### src/rtl/cos_irq_pkg.sv
package cos_irq_pkg;
  typedef enum logic [1:0] {
    MODE_OFF     = 2'b00,
    MODE_RISE3   = 2'b01,
    MODE_BOTH    = 2'b10,
    MODE_OFF_ALT = 2'b11
  } grp_mode_e;

  localparam int NUM_LINES = 6;
  localparam int ROUTE_W   = $clog2(NUM_LINES + 1);
endpackage

### src/rtl/cos_irq_sync.sv
module cos_irq_sync #(
  parameter int             W       = 2,
  parameter int             STAGES  = 2,
  parameter logic [W-1:0]   RST_VAL = '0
) (
  input  logic         clk,
  input  logic         rst_n,
  input  logic [W-1:0] d,
  output logic [W-1:0] q
);
  logic [STAGES-1:0][W-1:0] stg;

  genvar i;
  generate
    for (i = 0; i < STAGES; i++) begin : g_stage
      always_ff @(posedge clk or negedge rst_n) begin
        if (!rst_n) stg[i] <= RST_VAL;
        else if (i == 0) stg[i] <= d;
        else stg[i] <= stg[(i == 0) ? 0 : i-1];
      end
    end
  endgenerate

  assign q = stg[STAGES-1];
endmodule

### src/rtl/cos_irq_detect.sv
module cos_irq_detect
  import cos_irq_pkg::*;
(
  input  logic       clk,
  input  logic       rst_n,
  input  logic [1:0] mode,
  input  logic       lvl3,
  input  logic       lvl7,
  output logic       pulse
);
  // Previous levels reset to the active level, so a pin held active
  // across reset shows no edge until it has been idle once.
  logic prev3, prev7;
  logic rise3, fall7;
  logic en3, en7;

  always_ff @(posedge clk or negedge rst_n) begin
    if (!rst_n) begin
      prev3 <= 1'b1;
      prev7 <= 1'b0;
    end else begin
      prev3 <= lvl3;
      prev7 <= lvl7;
    end
  end

  assign rise3 = lvl3 & ~prev3;
  assign fall7 = ~lvl7 & prev7;

  always_comb begin
    en3 = 1'b0;
    en7 = 1'b0;
    case (grp_mode_e'(mode))
      MODE_RISE3: en3 = 1'b1;
      MODE_BOTH: begin
        en3 = 1'b1;
        en7 = 1'b1;
      end
      default: ;
    endcase
  end

  assign pulse = (en3 & rise3) | (en7 & fall7);
endmodule

### src/rtl/cos_irq_stretch.sv
module cos_irq_stretch #(
  parameter int CNT_W = 4
) (
  input  logic             clk,
  input  logic             rst_n,
  input  logic             pulse,
  input  logic [CNT_W-1:0] min_width,
  output logic             req
);
  localparam logic [CNT_W-1:0] ONE = CNT_W'(1);

  logic [CNT_W-1:0] cnt;
  logic [CNT_W-1:0] load_val;

  assign load_val = (min_width == '0) ? ONE : min_width;

  always_ff @(posedge clk or negedge rst_n) begin
    if (!rst_n) cnt <= '0;
    else if (pulse) cnt <= load_val;
    else if (cnt != '0) cnt <= cnt - ONE;
  end

  assign req = (cnt != '0);
endmodule

### src/rtl/cos_irq_route.sv
module cos_irq_route
  import cos_irq_pkg::*;
(
  input  logic               req,
  input  logic [ROUTE_W-1:0] route_sel,
  output logic [NUM_LINES-1:0] irq_out
);
  genvar i;
  generate
    for (i = 0; i < NUM_LINES; i++) begin : g_line
      assign irq_out[i] = req && (route_sel == ROUTE_W'(i + 1));
    end
  endgenerate
endmodule

### src/rtl/cos_irq_ctrl.sv
module cos_irq_ctrl
  import cos_irq_pkg::*;
#(
  parameter int NUM_GROUPS  = 2,
  parameter int SYNC_STAGES = 2,
  parameter int CNT_W       = 4
) (
  input  logic                    clk,
  input  logic                    rst_n,
  input  logic [NUM_GROUPS-1:0]   pin_bit3,
  input  logic [NUM_GROUPS-1:0]   pin_bit7,
  input  logic [2*NUM_GROUPS-1:0] grp_mode,
  input  logic [ROUTE_W-1:0]      route_sel,
  input  logic [CNT_W-1:0]        min_width,
  output logic [NUM_LINES-1:0]    irq_out
);
  logic [NUM_GROUPS-1:0] grp_pulse;
  logic                  req_stretched;

  genvar g;
  generate
    for (g = 0; g < NUM_GROUPS; g++) begin : g_grp
      logic [1:0] lvl;  // {bit7, bit3}

      cos_irq_sync #(
        .W(2), .STAGES(SYNC_STAGES), .RST_VAL(2'b01)
      ) u_sync (
        .clk(clk), .rst_n(rst_n),
        .d({pin_bit7[g], pin_bit3[g]}),
        .q(lvl)
      );

      cos_irq_detect u_det (
        .clk(clk), .rst_n(rst_n),
        .mode(grp_mode[2*g +: 2]),
        .lvl3(lvl[0]), .lvl7(lvl[1]),
        .pulse(grp_pulse[g])
      );
    end
  endgenerate

  cos_irq_stretch #(.CNT_W(CNT_W)) u_stretch (
    .clk(clk), .rst_n(rst_n),
    .pulse(|grp_pulse),
    .min_width(min_width),
    .req(req_stretched)
  );

  cos_irq_route u_route (
    .req(req_stretched),
    .route_sel(route_sel),
    .irq_out(irq_out)
  );
endmodule

### config.mk
export PLATFORM = sky130hd
export DESIGN_NAME = cos_irq_ctrl
export DESIGN_NICKNAME = d
export VERILOG_FILES = /design/src/rtl/cos_irq_pkg.sv /design/src/rtl/cos_irq_sync.sv /design/src/rtl/cos_irq_detect.sv /design/src/rtl/cos_irq_stretch.sv /design/src/rtl/cos_irq_route.sv /design/src/rtl/cos_irq_ctrl.sv
export SDC_FILE = /design/constraint.sdc
export NUM_CORES = 1
export LEC_CHECK = 0
export ABC_AREA = 1
export BUFFER_PORTS_ARGS = -buffer_cell sky130_fd_sc_hd__clkbuf_2
export CORE_AREA = 2 2 44 46
export DETAILED_ROUTE_END_ITERATION = 8
export DIE_AREA = 0 0 46 48
export PLACE_DENSITY = 0.69
export SLEW_MARGIN = 20
export SYNTH_ARGS = -nofsm -noshare
export SYNTH_HDL_FRONTEND = slang
export SYNTH_SLANG_ARGS = --single-unit
### constraint.sdc
create_clock -name clk -period 1.3 [get_ports clk]
set_input_delay 0.195 -clock clk [delete_from_list [all_inputs] [get_ports clk]]
set_output_delay 0.195 -clock clk [all_outputs]
set_load 0.02 [all_outputs]
==> summary.md, run 1 <==
| Metric | Value |
|---|---|
| Hold_ws | between 0.1 and 0.15 ns |
| Worst-path maximum fanout | 3 |
| Critical Path RT | 1.11 ns |
| Busiest grt layer | met2 |
| RSZ-0062 raised after global routing | true |
| Power Dens Cells | between 1500 and 2000 nW/um^2 |
| Post-DR wirelength/cell | between 9 and 10 um |
| #FFs+latches synth | 16 |
| Adder-cell share of the synthesized area | under 10% |
| Proportion of synthesized area in mux cells | 0% |
| CP Capture Type | output pin |
| Gr usage total | between 10% and 20% |
| Max Cap Viol | 0 |
| Final nets | between 100 and 150 |
| Status | finished, violations left |
| Vias | about 640 |
| Final ANT Viol Nets | 0 |
| Initial antenna violation count | 0 |
| Synth Area in XOR/XNOR | roughly 1.2% |
| Critical Path AT | between 1 and 1.5 ns |
| Syn nets | about 100 |
| Final worst slack | -0.229 ns |
| Vias in the first global route | around 540 |
| Cell with the most instances after synthesis | nand2_1 |
| First-pass GRT wire length | slightly above 2000 um |
| Core Box Area | 1690 sq um |
| Failing checks | setup timing |
| Cell variety after synth | 18 |
| Fillers | between 100 and 150 |
| CP cell instances | inv_2 -> ha_4 -> nand2_4 -> buf_4 -> nand4_1 -> inv_1 -> buf_6 |
| Area contributors post-synth | dfrtp_1 34%, dfstp_2 21%, nand2_1 13% |
| HP Class | in -> reg |
| Routed WL | approximately 1400 um |
| Gp weighted congestion | between 0.7 and 0.8 |
| Final hold viol count | 0 |
| Synth Cell Area | between 700 and 800 sq um |
| Largest family of logic cells by synthesized area | simple AND/OR/NAND/NOR gates |
| Post-Layout Cell Count | between 100 and 150 |
| First drt pass iteration count | 4 |
| Post-Synth Simple-Gate Area | 27.6% |
| Max-slew violations | 0 |
| Die footprint | about 2200 sq um |
| Post-synth ARST share | 100% |
| Yosys synthesis warning count | 0 |
| GRT met3 Usage | 2.26% |
| Die height | 48 um |
| Startpoint types | flip-flop |
| Ant diodes | 0 |
| Leakage | ~0.6 nW |
| PortBufs | 22 |
| Sink Count | 16 |
| Top post-synthesis cells by count | 25 x nand2_1, 15 x inv_1, 10 x dfrtp_1, 6 x dfstp_2 |
| Layout Skew | 0.00307 ns |
| DRC viols | 0 |
| Critical path's largest stage delay | around 0.4 ns |
| Site Rows | 15 |
| Setup slack at placement | -0.0414 ns |
| GRT overflow | 0 |
| Syn_area_per_cell | slightly below 9 sq um |
| Final Setup Violations | 7 |
| Top-area cell type share of the netlist area | approximately a third |
| Cts bufs inserted | 3 |
| Worst skew pair latency | approximately 0.28 ns |
| Number of synthesized flops with an enable pin | 0 |
| Grt met1 use | between 10% and 20% |
| HPWL Detailed | ~960 um |
| Post-synthesis sequential area ratio | between 50% and 60% |
| Placed Instances | about 130 |
| Max_slew headroom | 75.1% |
| Clock root cell | clkbuf_4 |
| Slowest CP cell | dfrtp_1 |
| Final Critical Period | around 1.5 ns |
| Synth Area in Compound Gates | 1.02% |
| Synth area leader | dfrtp_1 |
| Ratio of cells with drive above 1 in the final layout | between 40% and 50% |
| # IOs | 23 |
| Fmax achieved | between 0.6 and 0.7 GHz |
| Main synth FF type | dfrtp_1 |
| Initial Util | between 40% and 50% |
| Clock-pin slew on the worst setup and hold paths | 0.09 ns |
| P&R area growth vs syn | 49.7% |
| Worst-Margin Slew | between 0.3 and 0.4 ns |
| Vias per cell | 4.56 |
| Bufs on Longest Clock Path | 2 |
| Max VDD drop | roughly 0.00093 V |
| Number of H-tree levels | 1 |
| Setup TNS | -1.15 ns |
| Largest net degree at the start of global routing | 17 |
| CTS tree | built |
| 1st-iter DRT viols | 11 |
| Mapped Cells | 83 |
| Crit Path Class | reg -> out |
| Final Power | 1.88 mW |
| Final Cycle Share | 118% |
| Die width | 46 um |
| Grt met2 use | between 20 and 25% |
-- cell usage in the layout, fill, tap and decap left out, types with 2 or more instances in the layout --
| cell | synthesis | layout |
|---|---|---|
| nand2_1 | 25 | 25 |
| clkbuf_2 | 0 | 16 |
| inv_1 | 15 | 13 |
| buf_4 | 0 | 13 |
| dfrtp_1 | 10 | 10 |
| dfstp_2 | 6 | 6 |
| dlygate4sd3_1 | 0 | 5 |
| nor2_1 | 4 | 4 |
| nand3_1 | 4 | 4 |
| ha_1 | 4 | 3 |
| clkbuf_4 | 0 | 3 |
| buf_6 | 0 | 3 |
| inv_2 | 1 | 2 |
| nor2_4 | 1 | 2 |
| nor3_1 | 4 | 2 |
| nand4_1 | 2 | 2 |
-- per-layer routing --
metal | routed length [um] | up-vias | share of wire [%]
met2 | 659 | 23 | 48
li1 | - | 337 | -
met4 | 31 | 0 | 2.2
met1 | 626 | 278 | 45
met5 | 0 | - | 0
met3 | 65 | 5 | 4.7
-- through the flow --
| step | utilization (%) | area, sq um |
|---|---|---|
| 2_1_floorplan | - | 744 |
| 3_3_place_gp | 53.2 | 898 |
| 3_5_place_dp | 53.2 | 898 |
| 4_1_cts | 62.1 | 1050 |
| 5_1_grt | 65.4 | 1100 |
| 6_report | 65.4 | 1100 |
-- registers in the layout, indices dropped and copies added (netlist names) --
name,cells
g_grp.u_sync.q,4
g_grp.u_sync.stg,4
u_stretch.cnt,4
g_grp.u_det.prev3,2
g_grp.u_det.prev7,2
-- worst max-delay path: cells and delay by family, from the launching register on --
family | cells | cell delay (ns)
flops | 1 | 0.39
buf+inv | 4 | 0.39
fa+ha+maj | 1 | 0.15
simple gates | 2 | 0.11
-- cell families (layout without fill, tap and decap cells) --
group	count (synthesis)	count (layout)
AOI/OAI and AO/OA	1	1
xor gates and xnor gates	1	1
adders and majority gates	4	4
buffers and inverters	16	57
DFF	16	16
and+or+nand+nor	45	45
-- power by group --
group	switching (mW)	total (mW)	internal [mW]
registers	0.0674	0.654	0.587
clock network	0.148	0.318	0.170
logic	0.442	0.904	0.461
-- final timing paths --
kind	from	endpoint	slack, ns	cells after the start
worst max-delay path	u_stretch.cnt[1]	irq_out[2]	-0.23	7
worst min-delay path	min_width[2]	u_stretch.cnt[2]	0.11	3
worst max register to register	u_stretch.cnt[1]	u_stretch.cnt[3]	0	10
worst min register to register	g_grp[0].u_sync.stg[1]	g_grp[0].u_sync.q[1]	0.35	0
max in group asynchronous	rst_n	g_grp[1].u_sync.q[0]	0.63	2
min in group asynchronous	rst_n	g_grp[1].u_det.prev7	0.36	2
-- layout make-up --
class / instances / area, sq um / share of cell area [%]
clock buffers: 4 / 36.3 / 3.28
inverters: 16 / 62.6 / 5.66
multi-input cells: 51 / 315 / 28.5
flip-flops and latches: 16 / 408 / 36.9
well taps: 17 / 21.3 / 1.93
repair buffers: 37 / 262 / 23.7
-- repair_timing --
action,in CTS,in global routing
gates cloned,0,0
buffers inserted,5,2
resized for setup,14,11
setup endpoints to repair,6,6
hold buffers,3,2
pin swaps,2,6
endpoints found under the hold margin,12,2
(Power assumes the default switching activity.)
==> run 2: changes to the inputs <==
--- a/config.mk
+++ b/config.mk
@@ -7,10 +7,11 @@
 export LEC_CHECK = 0
 export ABC_AREA = 1
 export BUFFER_PORTS_ARGS = -buffer_cell sky130_fd_sc_hd__clkbuf_2
+export CAP_MARGIN = 20
 export CORE_AREA = 2 2 44 46
 export DETAILED_ROUTE_END_ITERATION = 8
 export DIE_AREA = 0 0 46 48
-export PLACE_DENSITY = 0.69
+export PLACE_DENSITY_LB_ADDON = 0.1
 export SLEW_MARGIN = 20
 export SYNTH_ARGS = -nofsm -noshare
 export SYNTH_HDL_FRONTEND = slang
==> summary.md, run 2 (synthesis results as in run 1) <==
| Metric | Value |
|---|---|
| Hold_ws | 0.109 ns (-0.00442 ns) |
| CP Capture Type | output pin |
| P&R area growth vs syn | 51.0% |
| Initial antenna violation count | 0 (unchanged) |
| Die width | 46 um (unchanged) |
| Largest net degree at the start of global routing | 17 (unchanged) |
| Final core occ | 66.0% (+0.59 points) |
| Vias per cell | 4.56 (unchanged) |
| Status | finished, violations left |
| 1st-iter DRT viols | 5 (-6) |
| Vias | 643 (unchanged) |
| Gp weighted congestion | 0.704 (-0.80%) |
| Routed WL | 1580 um (+14%) |
| Final nets | 146 (unchanged) |
| HPWL Detailed | 1010 um (+5.7%) |
| HP Class | in -> reg |
| Ant diodes | 0 (unchanged) |
| Final hold viol count | 0 (unchanged) |
| Bufs on Longest Clock Path | 2 (unchanged) |
| Critical Path AT | 1.34 ns (about the same) |
| DRC viols | 0 (unchanged) |
| Placed Instances | 125 (unchanged) |
| Area of the multi-input gates | 328 sq um (+4.0%) |
| Failing checks | setup timing |
| Site Rows | 15 (unchanged) |
| Crit Path Class | reg -> out |
| Power Dens Cells | 1720 nW/um^2 (+1.1%) |
| # IOs | 23 (unchanged) |
| Die height | 48 um (unchanged) |
| Clock-pin slew on the worst setup and hold paths | 0.09 ns (about the same) |
| Worst-Margin Slew | 0.397 ns (+0.0238 ns) |
| Max VDD drop | 0.000879 V (-5.4%) |
| GRT overflow | 0 (unchanged) |
| PortBufs | 22 (unchanged) |
| Die footprint | 2210 sq um (unchanged) |
| RSZ-0062 raised after global routing | true |
| Reg-to-Reg Start | u_stretch.cnt[0] |
| Final worst slack | -0.235 ns (-0.00610 ns) |
| CTS tree | built |
| Final Cycle Share | 118% (+0.47 points) |
| Worst-path maximum fanout | 6 (+3) |
| Final Power | 1.92 mW (+2.1%) |
| Core Box Area | 1690 sq um (unchanged) |
| Most common cell after layout, fill and taps aside | nand2_1 |
| Max Cap Viol | 0 (unchanged) |
| Layout Skew | 0.00412 ns (+0.00105 ns) |
| Number of H-tree levels | 1 (unchanged) |
| Setup TNS | -1.19 ns (-0.0440 ns) |
| Gr usage total | 16.4% (+2.9 points) |
| Max_slew headroom | 73.5% (-1.6 points) |
| Final ANT Viol Nets | 0 (unchanged) |
| Final Setup Violations | 6 (-1) |
| Initial Util | 43.7% (unchanged) |
| Worst skew pair latency | 0.29 ns (about the same) |
| Vias in the first global route | 592 (+11%) |
| Critical Path RT | 1.11 ns (about the same) |
| Final Critical Period | 1.53 ns (+0.00610 ns) |
| Worst Min Path Start | min_width[2] |
| Clock root cell | clkbuf_4 |
| Post-DR wirelength/cell | 11.2 um (+14%) |
| Max-slew violations | 0 (unchanged) |
| Fillers | 137 (+0.74%) |
| Leakage | 0.606 nW (about the same) |
| Ratio of cells with drive above 1 in the final layout | 44.4% (+2.4 points) |
| Fmax achieved | 0.651 GHz (-0.40%) |
| Startpoint types | flip-flop |
| Register area | 408 sq um (unchanged) |
| First-pass GRT wire length | 2400 um (+16%) |
| Crit path launch | u_stretch.cnt[0] |
| First drt pass iteration count | 4 (unchanged) |
| Most frequent cells in the layout | 25 x nand2_1, 16 x clkbuf_2, 15 x buf_4, 12 x inv_1, 10 x dfrtp_1 |
| Sink Count | 16 (unchanged) |
| Post-Layout Cell Count | 141 (unchanged) |
| Cts bufs inserted | 3 (unchanged) |
-- run 2: layout make-up --
class	count	area share [%]
Multi-Input combinational cell	51	29.4
Tap cell	17	1.91
Inverter	16	5.84
Sequential cell	16	36.6
Timing Repair Buffer	37	23.0
Clock buffer	4	3.25
-- run 2: critical path, cell delays in order (launching register included) --
cell,delay (ns)
dfrtp_1,0.37
inv_2,0.07
ha_4,0.17
nand2_4,0.08
inv_6,0.05
nor4_4,0.13
buf_4,0.18
-- run 2: repair_timing --
| action | in CTS | in global routing |
|---|---|---|
| cloned | 0 | 0 |
| hold buffers | 3 | 2 |
| hold endpoints to repair | 12 | 2 |
| gates resized for setup | 18 | 8 |
| endpoints found under the setup margin | 6 | 7 |
| pin swaps | 1 | 4 |
| setup buffers | 5 | 3 |
-- run 2: stage by stage --
| stage | worst slack [ns] | cell area, sq um |
|---|---|---|
| after detailed placement | -0.00475 | 898 |
| after floorplan | -0.157 | 744 |
| final | -0.235 | 1110 |
| after global placement | 0.0239 | 898 |
| after global routing | -0.297 | 1110 |
| after CTS | -0.229 | 1070 |
-- run 2: path summary, 6_finish.rpt --
kind / to / slack [ns] / depth (start not counted)
max in group asynchronous: g_grp[1].u_sync.stg[0] / 0.63 / 2
hold reg to reg: g_grp[0].u_sync.q[1] / 0.36 / 0
min in group asynchronous: u_stretch.cnt[1] / 0.35 / 2
hold / removal: u_stretch.cnt[2] / 0.11 / 3
setup / recovery: irq_out[3] / -0.23 / 6
setup reg to reg: u_stretch.cnt[2] / 0.03 / 9
-- run 2: metal layers --
metal	share of wire, %	GRT usage (%)
met1	40	17.4
met2	53	30.6
met3	4.5	2.26
met4	2.2	10.3
met5	0	0
-- run 2: where the power goes --
group / total, mW / internal, mW / leakage [nW] / switching (mW)
sequential: 0.659 / 0.587 / 0.181 / 0.0721
clock: 0.324 / 0.171 / 0.0210 / 0.154
combinational: 0.932 / 0.462 / 0.403 / 0.469
==> run 3: changes to the inputs <==
--- a/config.mk
+++ b/config.mk
@@ -5,12 +5,12 @@
 export SDC_FILE = /design/constraint.sdc
 export NUM_CORES = 1
 export LEC_CHECK = 0
-export ABC_AREA = 1
 export BUFFER_PORTS_ARGS = -buffer_cell sky130_fd_sc_hd__clkbuf_2
 export CAP_MARGIN = 20
-export CORE_AREA = 2 2 44 46
+export CORE_AREA = 2 2 43 45
+export CTS_BUF_LIST = sky130_fd_sc_hd__clkbuf_4 sky130_fd_sc_hd__clkbuf_8
 export DETAILED_ROUTE_END_ITERATION = 8
-export DIE_AREA = 0 0 46 48
+export DIE_AREA = 0 0 45 47
 export PLACE_DENSITY_LB_ADDON = 0.1
 export SLEW_MARGIN = 20
 export SYNTH_ARGS = -nofsm -noshare
==> summary.md, run 3 <==
| Metric | Value |
|---|---|
| Status | finished, violations left |
| Failing checks | setup timing |
| Leakage | 0.540 nW (-11%) |
| Reg-to-Reg Start | u_stretch.cnt[1] |
| Final worst slack | -0.389 ns (-0.154 ns) |
| Most common cell after layout, fill and taps aside | clkbuf_2 |
| DRC viols | 0 (unchanged) |
| Max VDD drop | 0.000950 V (+8.1%) |
| Worst Path Buf+Inv | 2 (-1) |
| Power Dens Cells | 1680 nW/um^2 (-2.0%) |
| Fmax achieved | 0.592 GHz (-9.1%) |
| Setup TNS | -3.09 ns (-1.90 ns) |
| Max-slew violations | 0 (unchanged) |
| Area contributors post-synth | dfrtp_1 36%, dfstp_2 23%, ha_1 7.3% |
| #FFs+latches synth | 16 (unchanged) |
| Cts bufs inserted | 3 (unchanged) |
| GRT overflow | 0 (unchanged) |
| Startpoint types | flip-flop |
| Core Box Area | 1650 sq um (-2.2%) |
| Vias per cell | 4.65 (+1.9%) |
| Worst-Margin Slew | 0.376 ns (-0.0207 ns) |
| Synth Cell Area | 686 sq um (-7.1%) |
| Initial antenna violation count | 0 (unchanged) |
| Cell variety after synth | 17 (-1) |
| Routed WL | 1330 um (-16%) |
| CP cell instances | inv_2 -> ha_4 -> nor3b_4 -> nand2b_4 -> nor2_2 -> clkbuf_8 |
| 1st-iter DRT viols | 5 (unchanged) |
| Ant diodes | 0 (unchanged) |
| Die footprint | 2120 sq um (-4.2%) |
| Family with the most delay on the worst path | simple AND/OR/NAND/NOR gates |
| Final hold viol count | 0 (unchanged) |
| Mapped Cells | 56 (-33%) |
| Worst Min Path Start | min_width[0] |
| Initial Util | 41.5% (-2.2 points) |
| Gr usage total | 14.1% (-2.3 points) |
| Top post-synthesis cells by count | 10 x dfrtp_1, 7 x nor2_1, 6 x dfstp_2, 6 x nor3_1, 5 x inv_1 |
| Vias in the first global route | 501 (-15%) |
| Post-DR wirelength/cell | 11.4 um (+2.2%) |
| Clock-pin slew on the worst setup and hold paths | 0.09 ns (about the same) |
| First drt pass iteration count | 4 (unchanged) |
| Syn nets | 77 (-26%) |
| Critical Path RT | 1.11 ns (about the same) |
| Final Setup Violations | 10 (+4) |
| Worst skew pair latency | 0.28 ns (about the same) |
| P&R area growth vs syn | 60.8% |
| Slowest CP cell | dfrtp_1 |
| Vias | 539 (-16%) |
| Main synth FF type | dfrtp_1 |
| PortBufs | 22 (unchanged) |
| Final Cycle Share | 130% (+12 points) |
| Worst-path maximum fanout | 3 (-3) |
| Critical Path AT | 1.49 ns (+0.15 ns) |
| Final Critical Period | 1.69 ns (+0.154 ns) |
| First-pass GRT wire length | 2090 um (-13%) |
| Gp weighted congestion | 0.747 (+6.0%) |
| Number of synthesized flops with an enable pin | 0 (unchanged) |
| Syn_area_per_cell | 12.2 sq um (+38%) |
| Site Rows | 15 (unchanged) |
| Final ANT Viol Nets | 0 (unchanged) |
| RSZ-0062 raised after global routing | true |
| Largest net degree at the start of global routing | 17 (unchanged) |
| Die height | 47 um (-2.1%) |
| Cell with the most instances after synthesis | dfrtp_1 |
| HPWL Detailed | 877 um (-13%) |
| CTS tree | built |
| Most frequent cells in the layout | 17 x clkbuf_2, 14 x buf_4, 10 x dfrtp_1, 6 x dfstp_2 |
| Max_slew headroom | 74.9% (+1.4 points) |
| Top-area cell type share of the netlist area | 36.5% (+2.6 points) |
| Post-synth ARST share | 100% (unchanged) |
| Synth area leader | dfrtp_1 |
| Yosys synthesis warning count | 0 (unchanged) |
| # IOs | 23 (unchanged) |
| Max Cap Viol | 0 (unchanged) |
| Crit path launch | u_stretch.cnt[1] |
| Sink Count | 16 (unchanged) |
| Number of H-tree levels | 1 (unchanged) |
| Critical path's largest stage delay | 0.40 ns (+0.03 ns) |
| Hold_ws | 0.170 ns (+0.0605 ns) |
| Clock root cell | clkbuf_4 |
| Layout Skew | 0.00390 ns (-0.000219 ns) |
| CP Capture Type | output pin |
| Final nets | 121 (-17%) |
| HP Class | in -> reg |
| Post-synthesis sequential area ratio | 59.5% (+4.2 points) |
| Die width | 45 um (-2.2%) |
| Crit Path Class | reg -> out |
| Bufs on Longest Clock Path | 2 (unchanged) |
| Ratio of cells with drive above 1 in the final layout | 62.6% (+18 points) |
| Setup slack at placement | -0.283 ns (-0.279 ns) |
## run 3: where the power goes
part	switching (mW)	leakage (nW)	total [mW]	internal (mW)
Clock	0.153	0.0210	0.324	0.171
Sequential	0.0757	0.180	0.666	0.590
Combinational	0.327	0.339	0.865	0.539
Total	0.556	0.540	1.86	1.30
## run 3: logic make-up (layout without fill, tap and decap cells)
kind of cell / count (synthesis) / in the layout / synth area share [%]
flops: 16 / 16 / 59.5
xor+xnor: 2 / 2 / 2.56
buf+inv: 5 / 48 / 2.74
compound gates: 4 / 4 / 6.20
fa+ha+maj: 4 / 4 / 7.30
simple gates: 21 / 21 / 15.3
mux: 4 / 4 / 6.39
## run 3: cell type report
| class | count | area, sq um |
|---|---|---|
| tap | 17 | 21.3 |
| sequential | 16 | 408 |
| timing repair buffer | 39 | 279 |
| fill | 128 | 549 |
| inverter | 5 | 18.8 |
| multi-input combinational | 35 | 339 |
| clock buffer | 4 | 36.3 |
## run 3: worst paths after layout
| kind | to | cells after the start | slack, ns |
|---|---|---|---|
| worst max register to register | u_stretch.cnt[3] | 5 | -0.29 |
| worst max-delay path | irq_out[5] | 6 | -0.39 |
| worst min register to register | g_grp[0].u_sync.q[1] | 0 | 0.35 |
| min in group asynchronous | g_grp[0].u_det.prev7 | 2 | 0.35 |
| worst min-delay path | u_stretch.cnt[0] | 3 | 0.17 |
| max in group asynchronous | g_grp[0].u_sync.q[0] | 2 | 0.64 |
## run 3: worst reg2reg max path, cell delays in order, from the launching register on
cell     delay [ns]
dfrtp_1        0.40
buf_4          0.13
buf_4          0.12
or3_1          0.39
a21o_1         0.19
mux2_2         0.25
## run 3: metal layers
metal	vias to the layer above	share of wire (%)	global-route usage, %
met5	-	0	0
met3	0	6.3	5.77
met4	0	0	1.76
met2	18	53	26.3
met1	251	41	15.5
li1	270	-	-
## run 3: what timing repair did
| action | 4_1_cts | 5_1_grt |
|---|---|---|
| hold buffers | 3 | 2 |
| setup endpoints to repair | 10 | 10 |
| endpoints found under the hold margin | 12 | 2 |
| pin swaps | 5 | 2 |
| gates resized for setup | 15 | 6 |
| buffers inserted | 4 | 2 |
## run 3: metrics by stage
step	utilization (%)	instances	area (sq um)	power (mW)
2_1_floorplan	-	56	714	1.01
3_3_place_gp	54.4	102	898	1.24
3_5_place_dp	54.4	102	898	1.24
4_1_cts	63.9	113	1050	1.76
5_1_grt	66.7	116	1100	1.98
6_report	66.7	116	1100	1.86
